===== src/rtl/gshare_pkg.sv =====
package gshare_pkg;
  localparam int PC_W       = 32;
  localparam int HIST_W     = 8;
  localparam int IDX_W      = HIST_W;
  localparam int ENTRIES    = 1 << IDX_W;
  localparam int CTR_W      = 2;
  localparam int OFF_W      = 16;
  localparam int PC_LSB     = 2;
  localparam int INSN_BYTES = 4;

  typedef logic [PC_W-1:0]   pc_t;
  typedef logic [HIST_W-1:0] hist_t;
  typedef logic [IDX_W-1:0]  idx_t;
  typedef logic [CTR_W-1:0]  ctr_t;
  typedef logic [OFF_W-1:0]  off_t;

  localparam ctr_t CTR_MAX  = '1;
  localparam ctr_t CTR_MIN  = '0;
  localparam ctr_t CTR_INIT = ctr_t'(1);

  function automatic idx_t table_index(pc_t pc, hist_t h);
    return pc[PC_LSB +: IDX_W] ^ h;
  endfunction

  function automatic ctr_t ctr_next(ctr_t c, logic taken);
    if (taken) return (c == CTR_MAX) ? c : c + ctr_t'(1);
    else       return (c == CTR_MIN) ? c : c - ctr_t'(1);
  endfunction

  function automatic logic ctr_says_taken(ctr_t c);
    return c[CTR_W-1];
  endfunction

  function automatic pc_t seq_pc(pc_t pc);
    return pc + pc_t'(INSN_BYTES);
  endfunction

  function automatic pc_t target_pc(pc_t pc, off_t off);
    return pc + {{(PC_W-OFF_W){off[OFF_W-1]}}, off};
  endfunction

  function automatic hist_t hist_push(hist_t h, logic taken);
    return {h[HIST_W-2:0], taken};
  endfunction
endpackage


===== src/rtl/gshare_history.sv =====
module gshare_history
  import gshare_pkg::*;
(
  input  logic  clk,
  input  logic  rst_n,
  input  logic  res_valid,
  input  logic  res_mispredict,
  input  logic  res_taken,
  input  hist_t res_hist,
  output hist_t hist_q
);
  hist_t base;
  assign base = res_mispredict ? res_hist : hist_q;

  always_ff @(posedge clk or negedge rst_n) begin
    if (!rst_n)         hist_q <= '0;
    else if (res_valid) hist_q <= hist_push(base, res_taken);
  end

  a_r4_shift: assert property (@(posedge clk) disable iff (!rst_n)
    (res_valid && !res_mispredict) |=>
      (hist_q[0] == $past(res_taken)) &&
      (hist_q[HIST_W-1:1] == $past(hist_q[HIST_W-2:0])));

  a_r4_hold: assert property (@(posedge clk) disable iff (!rst_n)
    !res_valid |=> $stable(hist_q));

  a_r5_repair: assert property (@(posedge clk) disable iff (!rst_n)
    (res_valid && res_mispredict) |=>
      (hist_q[0] == $past(res_taken)) &&
      (hist_q[HIST_W-1:1] == $past(res_hist[HIST_W-2:0])));
endmodule


===== src/rtl/gshare_table.sv =====
module gshare_table
  import gshare_pkg::*;
(
  input  logic clk,
  input  logic rst_n,
  input  idx_t rd_idx,
  output ctr_t rd_ctr,
  input  logic wr_en,
  input  idx_t wr_idx,
  input  logic wr_taken
);
  ctr_t ctr_q [ENTRIES];
  ctr_t wr_old;
  ctr_t wr_new;

  assign wr_old = ctr_q[wr_idx];
  assign wr_new = ctr_next(wr_old, wr_taken);
  assign rd_ctr = ctr_q[rd_idx];

  for (genvar e = 0; e < ENTRIES; e++) begin : g_entry
    always_ff @(posedge clk or negedge rst_n) begin
      if (!rst_n)                             ctr_q[e] <= CTR_INIT;
      else if (wr_en && (wr_idx == idx_t'(e))) ctr_q[e] <= wr_new;
    end
  end

  // Observation path for the assertions: value now held at last cycle's write index.
  idx_t wr_idx_q;
  ctr_t post_val;
  always_ff @(posedge clk or negedge rst_n) begin
    if (!rst_n) wr_idx_q <= '0;
    else        wr_idx_q <= wr_idx;
  end
  assign post_val = ctr_q[wr_idx_q];

  a_r3_sat_high: assert property (@(posedge clk) disable iff (!rst_n)
    (wr_en && wr_taken && wr_old == CTR_MAX) |=> post_val == CTR_MAX);

  a_r3_sat_low: assert property (@(posedge clk) disable iff (!rst_n)
    (wr_en && !wr_taken && wr_old == CTR_MIN) |=> post_val == CTR_MIN);

  a_r3_moves: assert property (@(posedge clk) disable iff (!rst_n)
    (wr_en && wr_old != CTR_MIN && wr_old != CTR_MAX) |=> post_val != $past(wr_old));
endmodule


===== src/rtl/gshare_redirect.sv =====
module gshare_redirect
  import gshare_pkg::*;
(
  input  pc_t  fetch_pc,
  input  off_t fetch_offset,
  input  logic pred_taken,
  input  logic flush,
  input  pc_t  res_pc,
  input  off_t res_offset,
  input  logic res_taken,
  output pc_t  next_pc
);
  pc_t fetch_next;
  pc_t fix_next;

  assign fetch_next = pred_taken ? target_pc(fetch_pc, fetch_offset) : seq_pc(fetch_pc);
  assign fix_next   = res_taken  ? target_pc(res_pc, res_offset)     : seq_pc(res_pc);
  assign next_pc    = flush ? fix_next : fetch_next;
endmodule


===== src/rtl/gshare_predictor.sv =====
module gshare_predictor
  import gshare_pkg::*;
(
  input  logic        clk,
  input  logic        rst_n,
  input  logic [31:0] fetch_pc,
  input  logic        fetch_is_branch,
  input  logic [15:0] fetch_offset,
  input  logic        res_valid,
  input  logic [31:0] res_pc,
  input  logic [15:0] res_offset,
  input  logic        res_taken,
  input  logic        res_mispredict,
  input  logic [7:0]  res_hist,
  output logic        pred_taken,
  output logic [31:0] next_pc,
  output logic        flush,
  output logic [7:0]  fetch_hist
);
  hist_t ghr;
  idx_t  fetch_idx;
  idx_t  upd_idx;
  ctr_t  fetch_ctr;

  gshare_history u_hist (
    .clk(clk), .rst_n(rst_n),
    .res_valid(res_valid), .res_mispredict(res_mispredict),
    .res_taken(res_taken), .res_hist(res_hist),
    .hist_q(ghr)
  );

  assign fetch_idx = table_index(fetch_pc, ghr);
  assign upd_idx   = table_index(res_pc, res_hist);

  gshare_table u_table (
    .clk(clk), .rst_n(rst_n),
    .rd_idx(fetch_idx), .rd_ctr(fetch_ctr),
    .wr_en(res_valid), .wr_idx(upd_idx), .wr_taken(res_taken)
  );

  assign pred_taken = fetch_is_branch & ctr_says_taken(fetch_ctr);
  assign flush      = res_valid & res_mispredict;
  assign fetch_hist = ghr;

  gshare_redirect u_redir (
    .fetch_pc(fetch_pc), .fetch_offset(fetch_offset),
    .pred_taken(pred_taken), .flush(flush),
    .res_pc(res_pc), .res_offset(res_offset), .res_taken(res_taken),
    .next_pc(next_pc)
  );

  a_r1_needs_branch: assert property (@(posedge clk) disable iff (!rst_n)
    !fetch_is_branch |-> !pred_taken);

  a_r7_flush_cause: assert property (@(posedge clk) disable iff (!rst_n)
    flush |-> (res_valid && res_mispredict));
endmodule


===== config.mk =====
export PLATFORM = sky130hd
export DESIGN_NAME = gshare_predictor
export DESIGN_NICKNAME = d
export VERILOG_FILES = /design/src/rtl/gshare_pkg.sv /design/src/rtl/gshare_history.sv /design/src/rtl/gshare_table.sv /design/src/rtl/gshare_redirect.sv /design/src/rtl/gshare_predictor.sv
export SDC_FILE = /design/constraint.sdc
export NUM_CORES = 2
export LEC_CHECK = 0
export ABC_AREA = 0
export CAP_MARGIN = 20
export CORE_MARGIN = 1.5
export CORE_UTILIZATION = 45
export DETAILED_ROUTE_END_ITERATION = 7
export HOLD_SLACK_MARGIN = 0.1
export PLACE_DENSITY_LB_ADDON = 0.05
export SLEW_MARGIN = 20
export SYNTH_ARGS = -nofsm -noshare
export SYNTH_HDL_FRONTEND = slang
export SYNTH_SLANG_ARGS = --single-unit

===== constraint.sdc =====
create_clock -name clk -period 7.1 [get_ports clk]
set_input_delay 0.71 -clock clk [delete_from_list [all_inputs] [get_ports clk]]
set_output_delay 0.71 -clock clk [all_outputs]
set_load 0.01 [all_outputs]

* Yosys cells after proc, flatten, opt, wreduce, memory -nomap -nowiden
Index checks and enable logic that the tools add are counted.
** Operators by class
- $add $sub $neg :: 6
- Magnitude comparators :: 2
- Eq/ne operators :: 256
- Multiplexer cells :: 13
- Bitwise gates (word level) :: 6
- Reductions and logical operators :: 258
** Operator list (count)
- $eq A8 B8 Y1 const B :: 128
- $eq A8 B7 Y1 const B :: 64
- $eq A8 B6 Y1 const B :: 32
- $logic_and A1 B1 Y1 :: 256
- $eq A8 B5 Y1 const B :: 16
- $mux W32 :: 3
- $add A32 B3 Y32 const B :: 2
- $add A32 B32 Y32 :: 2
- $eq A8 B4 Y1 const B :: 8
- $bmux W2 S8 :: 2
- $eq A8 B3 Y1 const B :: 4
- $ge A9 B9 Y1 const B :: 2
- $not A8 Y9 :: 2
- $eq A8 B2 Y1 const B :: 2
- $xor A8 B8 Y8 :: 2
- $mux W2 :: 7
- $eq A8 B1 Y1 const B :: 1
- $logic_not A8 Y1 :: 1
- $mux W7 :: 1
- $add A2 B1 Y2 const B :: 1
- $and A1 B1 Y1 :: 2
- $eq A2 B2 Y1 const B :: 1
- $logic_not A2 Y1 :: 1
- $sub A2 B1 Y2 const B :: 1
** Storage, ports and cells
- Bits in registers :: 520
- Output and inout port bits :: 42

* Longest topological paths before layout
- Word-level depth :: 8
- Gate-level depth with buffers :: 16

* By module
Synthesis repeated with hierarchy kept, for this count alone.
** Second synthesis, totals
- Cells, all modules :: 3452
- Area total of the unflattened synthesis :: 35530.3 um2
** By module, submodules not included
- gshare_table :: instances 1, cells each 2585, area an instance 29534.6 um2
- gshare_redirect :: instances 1, cells each 817, area an instance 5477.8 um2
- gshare_history :: instances 1, cells each 32, area an instance 365.4 um2
- gshare_predictor :: instances 1, cells each 18, area an instance 152.6 um2

* Worst setup path before layout
Ideal clock, no wire load.
- Path type :: input to output
- Start point :: input port fetch_pc[2]
- End point :: output port next_pc[11]
- Data arrival time :: 3.648 ns
- Required time :: 6.390 ns
- Slack :: 2.742 ns
- Cell stages on the path :: 11
- Path buffers :: 2
- Cell sequence :: buf_2 -> xor2_4 -> mux2i_1 -> o22ai_1 -> or4_1 -> or4_1 -> and4_1 -> mux2i_1 -> o311ai_2 -> buf_2 -> o311ai_0
** Between the ends
- Longest elaborated chain between the ends :: 8
- Elaborated cells on any way between the ends :: 10
- Those cells by class :: 2 x add/sub; 5 x mux; 3 x bitwise
** Ends and longest elaborated chain
- from (decl) :: line gshare_predictor.sv:6 : input logic [31:0] fetch_pc,
- $xor A8 B8 Y8 :: line gshare_pkg.sv:22 : return pc[PC_LSB +: IDX_W] ^ h;
- $not A8 Y9 (not written as such) :: line gshare_table.sv:18 : assign rd_ctr = ctr_q[rd_idx];
- $bmux W2 S8 :: line gshare_table.sv:18
- $mux W2 (not written as such) (2 in series) :: line gshare_table.sv:18
- $and A1 B1 Y1 :: line gshare_predictor.sv:41 : assign pred_taken = fetch_is_branch & ctr_says_taken(fetch_ctr);
- $mux W32 (*) :: line gshare_redirect.sv:16 : assign fetch_next = pred_taken ? target_pc(fetch_pc, fetch_offset) : seq_pc(fetch_pc);
- $mux W32 (*) :: line gshare_redirect.sv:18 : assign next_pc = flush ? fix_next : fetch_next;
- to (decl) :: line gshare_predictor.sv:16 : output logic [31:0] next_pc,
Every way passes the cells marked *; elsewhere a longest branch is shown, timed or not. The select of a mux whose other input is x is not followed.

* Worst setup path in the final report
- Start point :: input port fetch_pc[2]
- End point :: output port next_pc[19]
The elaborated chain is that of the path after synthesis.

==> results.json <==
{
  "run_status": "completed",
  "path_cells": "clkdlybuf4s50_1 > xor2_4 > buf_12 > mux2i_1 > o21ai_0 > or4_1 > or4_1 > and4_1 > mux2i_1 > o311ai_4 > buf_12 > o311ai_0 > clkdlybuf4s50_1",
  "yosysMostFrequentCell": "nand2_1",
  "synth-edff-count": 0,
  "synthDistinctLibCells": 74,
  "cts_sinks": 520,
  "grt_pass1_wl_mm": 177,
  "crit_fanout": 47,
  "endpoint_kind": "primary output",
  "finalMaxSlewViolations": 0,
  "synth_area_per_cell_um2": 9.12,
  "power_density_nw_per_um2": 244,
  "setup_viol": 0,
  "grt_max_degree": 163,
  "dpl.hpwl_mm": 83.1,
  "hold_path_class": "reg2reg",
  "track_usage_pct": 33.2,
  "die_w_um": 267,
  "p_leak_uw": 0.0136,
  "fin_crit_sh_pct": 89.7,
  "avgViaCountPerCell": 6.18,
  "crit_arrival_ps": 5660,
  "fmax_mhz": 157,
  "ant_nets": 0,
  "worst_pin_slew_ps": 1180,
  "syn_area_um2": 31400,
  "cts_tree": "built",
  "cap_violations": 0,
  "drtIter0Drc": 2973,
  "overflow": 0,
  "report.power.total_uw": 8850,
  "start_kind": "input pin",
  "yosysTopAreaCell": "dfstp_2",
  "yosysTopAreaCellShare_pct": 21.4,
  "die_y_um": 267,
  "cp.required_ps": 6390,
  "rows": 96,
  "synth_seq_area_share_pct": 42.4,
  "route.detailed.drc": 0,
  "min_period_ps": 6370,
  "clock_latency_ps": 650,
  "fp.dieArea_um2": 71400,
  "wl_per_cell_um": 26.1,
  "finalSetupTns_ps": 0,
  "rsz0062_at_grt": "false",
  "layout.nets": 3738,
  "synth_common_cells": "nand2_1 (945), o21ai_1 (465), dfrtp_1 (264), dfstp_2 (256), nor2_1 (138)",
  "ff2ff_path_depth": 9,
  "synth_area_leaders": "dfstp_2 (21%), dfrtp_1 (21%), nand2_1 (11%)",
  "synth-warning-count": 0,
  "slew_headroom_pct": 21.0,
  "critPathKind": "in2out",
  "drive_above_1_share_pct": 17.7,
  "start_util_pct": 45.6,
  "critical_path.slowest_cell": "clkdlybuf4s50_1",
  "async_reset_ff_share_pct": 100,
  "core_area_um2": 68800,
  "skew_ps": 47.9,
  "antenna_found_initial": 2,
  "wl_mm": 119,
  "htreeDepth": 2,
  "vias": 28100,
  "grt_pass1_vias": 27100,
  "cts_buffers": 58,
  "firstDrtPassIters": 8,
  "syn_inst": 3445,
  "numPortBuffers": 151,
  "cts_resized": 0,
  "syn-num-nets": 3621,
  "hold_path_depth": 2,
  "hold_viol": 0,
  "area_growth_pct": 15.7,
  "timing.hold.ws_ps": 460,
  "slowest_delay_ps": 770,
  "yosys_most_used_dff": "dfrtp_1",
  "place.gp.congestion": 0.999,
  "fillers": 6306,
  "io_pins": 152,
  "vdd_drop_max_mv": 0.201,
  "synth_seq_cells": 520,
  "cts_buffer_depth": 3,
  "cts-root-buf": "clkbuf_16",
  "clk_pin_slew_worst_paths_ps": 60
}
## cells in the final DEF (no fill, tap or decap), types with 22 or more instances in the layout
| cell type | n |
|---|---|
| nand2_1 | 945 |
| o21ai_1 | 465 |
| dfrtp_1 | 264 |
| dfstp_2 | 256 |
| clkdlybuf4s50_1 | 149 |
| mux4_2 | 135 |
| a21oi_1 | 125 |
| nor2_1 | 121 |
| mux2i_1 | 106 |
| o21ai_0 | 97 |
| nand3_1 | 90 |
| buf_4 | 82 |
| xnor2_1 | 79 |
| ha_1 | 64 |
| clkbuf_16 | 59 |
| xor2_1 | 39 |
| o22ai_1 | 39 |
| a31oi_1 | 33 |
| nand4_1 | 30 |
| nor3_1 | 28 |
| a21o_1 | 26 |
| inv_1 | 24 |
| and3_1 | 22 |
## registers in the layout (all words and copies together) (netlist names)
register       count
u_hist.hist_q      8
u_table.ctr_q    512
## final timing paths
| path | end | slack (ps) | start |
|---|---|---|---|
| max | next_pc[19] | 730 | fetch_pc[2] |
| min | u_table.ctr_q[218] | 460 | u_table.ctr_q[218] |
| max reg2reg | u_table.ctr_q[206] | 3220 | u_table.ctr_q[257] |
| min in group asynchronous | u_table.ctr_q[491] | 640 | rst_n |
| min reg2reg | u_table.ctr_q[218] | 460 | u_table.ctr_q[218] |
| max in group asynchronous | u_table.ctr_q[53] | 5110 | rst_n |
## area by class of cell
class | instances | area (µm²) | area share [%]
multi-input cells | 2703 | 17200 | 47.4
flip-flops and latches | 520 | 13300 | 36.7
repair buffers | 255 | 2550 | 7.01
clock buffers | 81 | 1660 | 4.56
well taps | 931 | 1160 | 3.20
clock inverters | 29 | 314 | 0.864
inverters | 24 | 90.1 | 0.248
diodes | 2 | 5.00 | 0.0138
## stage by stage
stage	instances	instance area [µm²]	setup slack, ps	utilization, %
after global placement	4431	34300	893	49.9
after global routing	4544	36300	509	52.8
final	4545	36300	734	52.8
after floorplan	3445	31400	2740	-
after CTS	4542	36300	794	52.8
after detailed placement	4431	34300	837	49.9
## layer usage
layer | track usage [%] | vias up | share of wire, %
li1 | - | 12600 | -
met1 | 47.6 | 13800 | 43
met2 | 49.3 | 1402 | 43
met3 | 6.23 | 275 | 9.3
met4 | 13.8 | 2 | 4.3
met5 | 0 | - | 0.011
## repair_timing
item	CTS	global route
buffers inserted	0	0
setup endpoints to repair	0	0
hold buffers	1	0
hold endpoints to repair	34	0
## logic make-up after synthesis
logic type / Yosys count / synth area share [%]
AND/OR/NAND/NOR: 1316 / 17.3
AO/OA/AOI/OAI: 943 / 17.1
flip-flops: 520 / 42.4
multiplexers: 245 / 13.2
buffers and inverters: 222 / 3.47
XOR/XNOR: 131 / 3.76
adder cells (fa/ha/maj): 68 / 2.75
## power by group
part,internal (µW),total [µW],leakage (µW),switching [µW]
combinational,827,2230,0.00636,1410
sequential,3310,3490,0.00630,183
clock,1810,3130,0.000977,1320
total,5950,8850,0.0136,2900
## critical path, delay by kind of cell
family                    cells  cell delay [ps]
buffers and inverters         4             1920
AOI/OAI and AO/OA             3              730
and+or+nand+nor               3             1120
muxes                         2              420
xor gates and xnor gates      1              680
(Power assumes the default switching activity.)
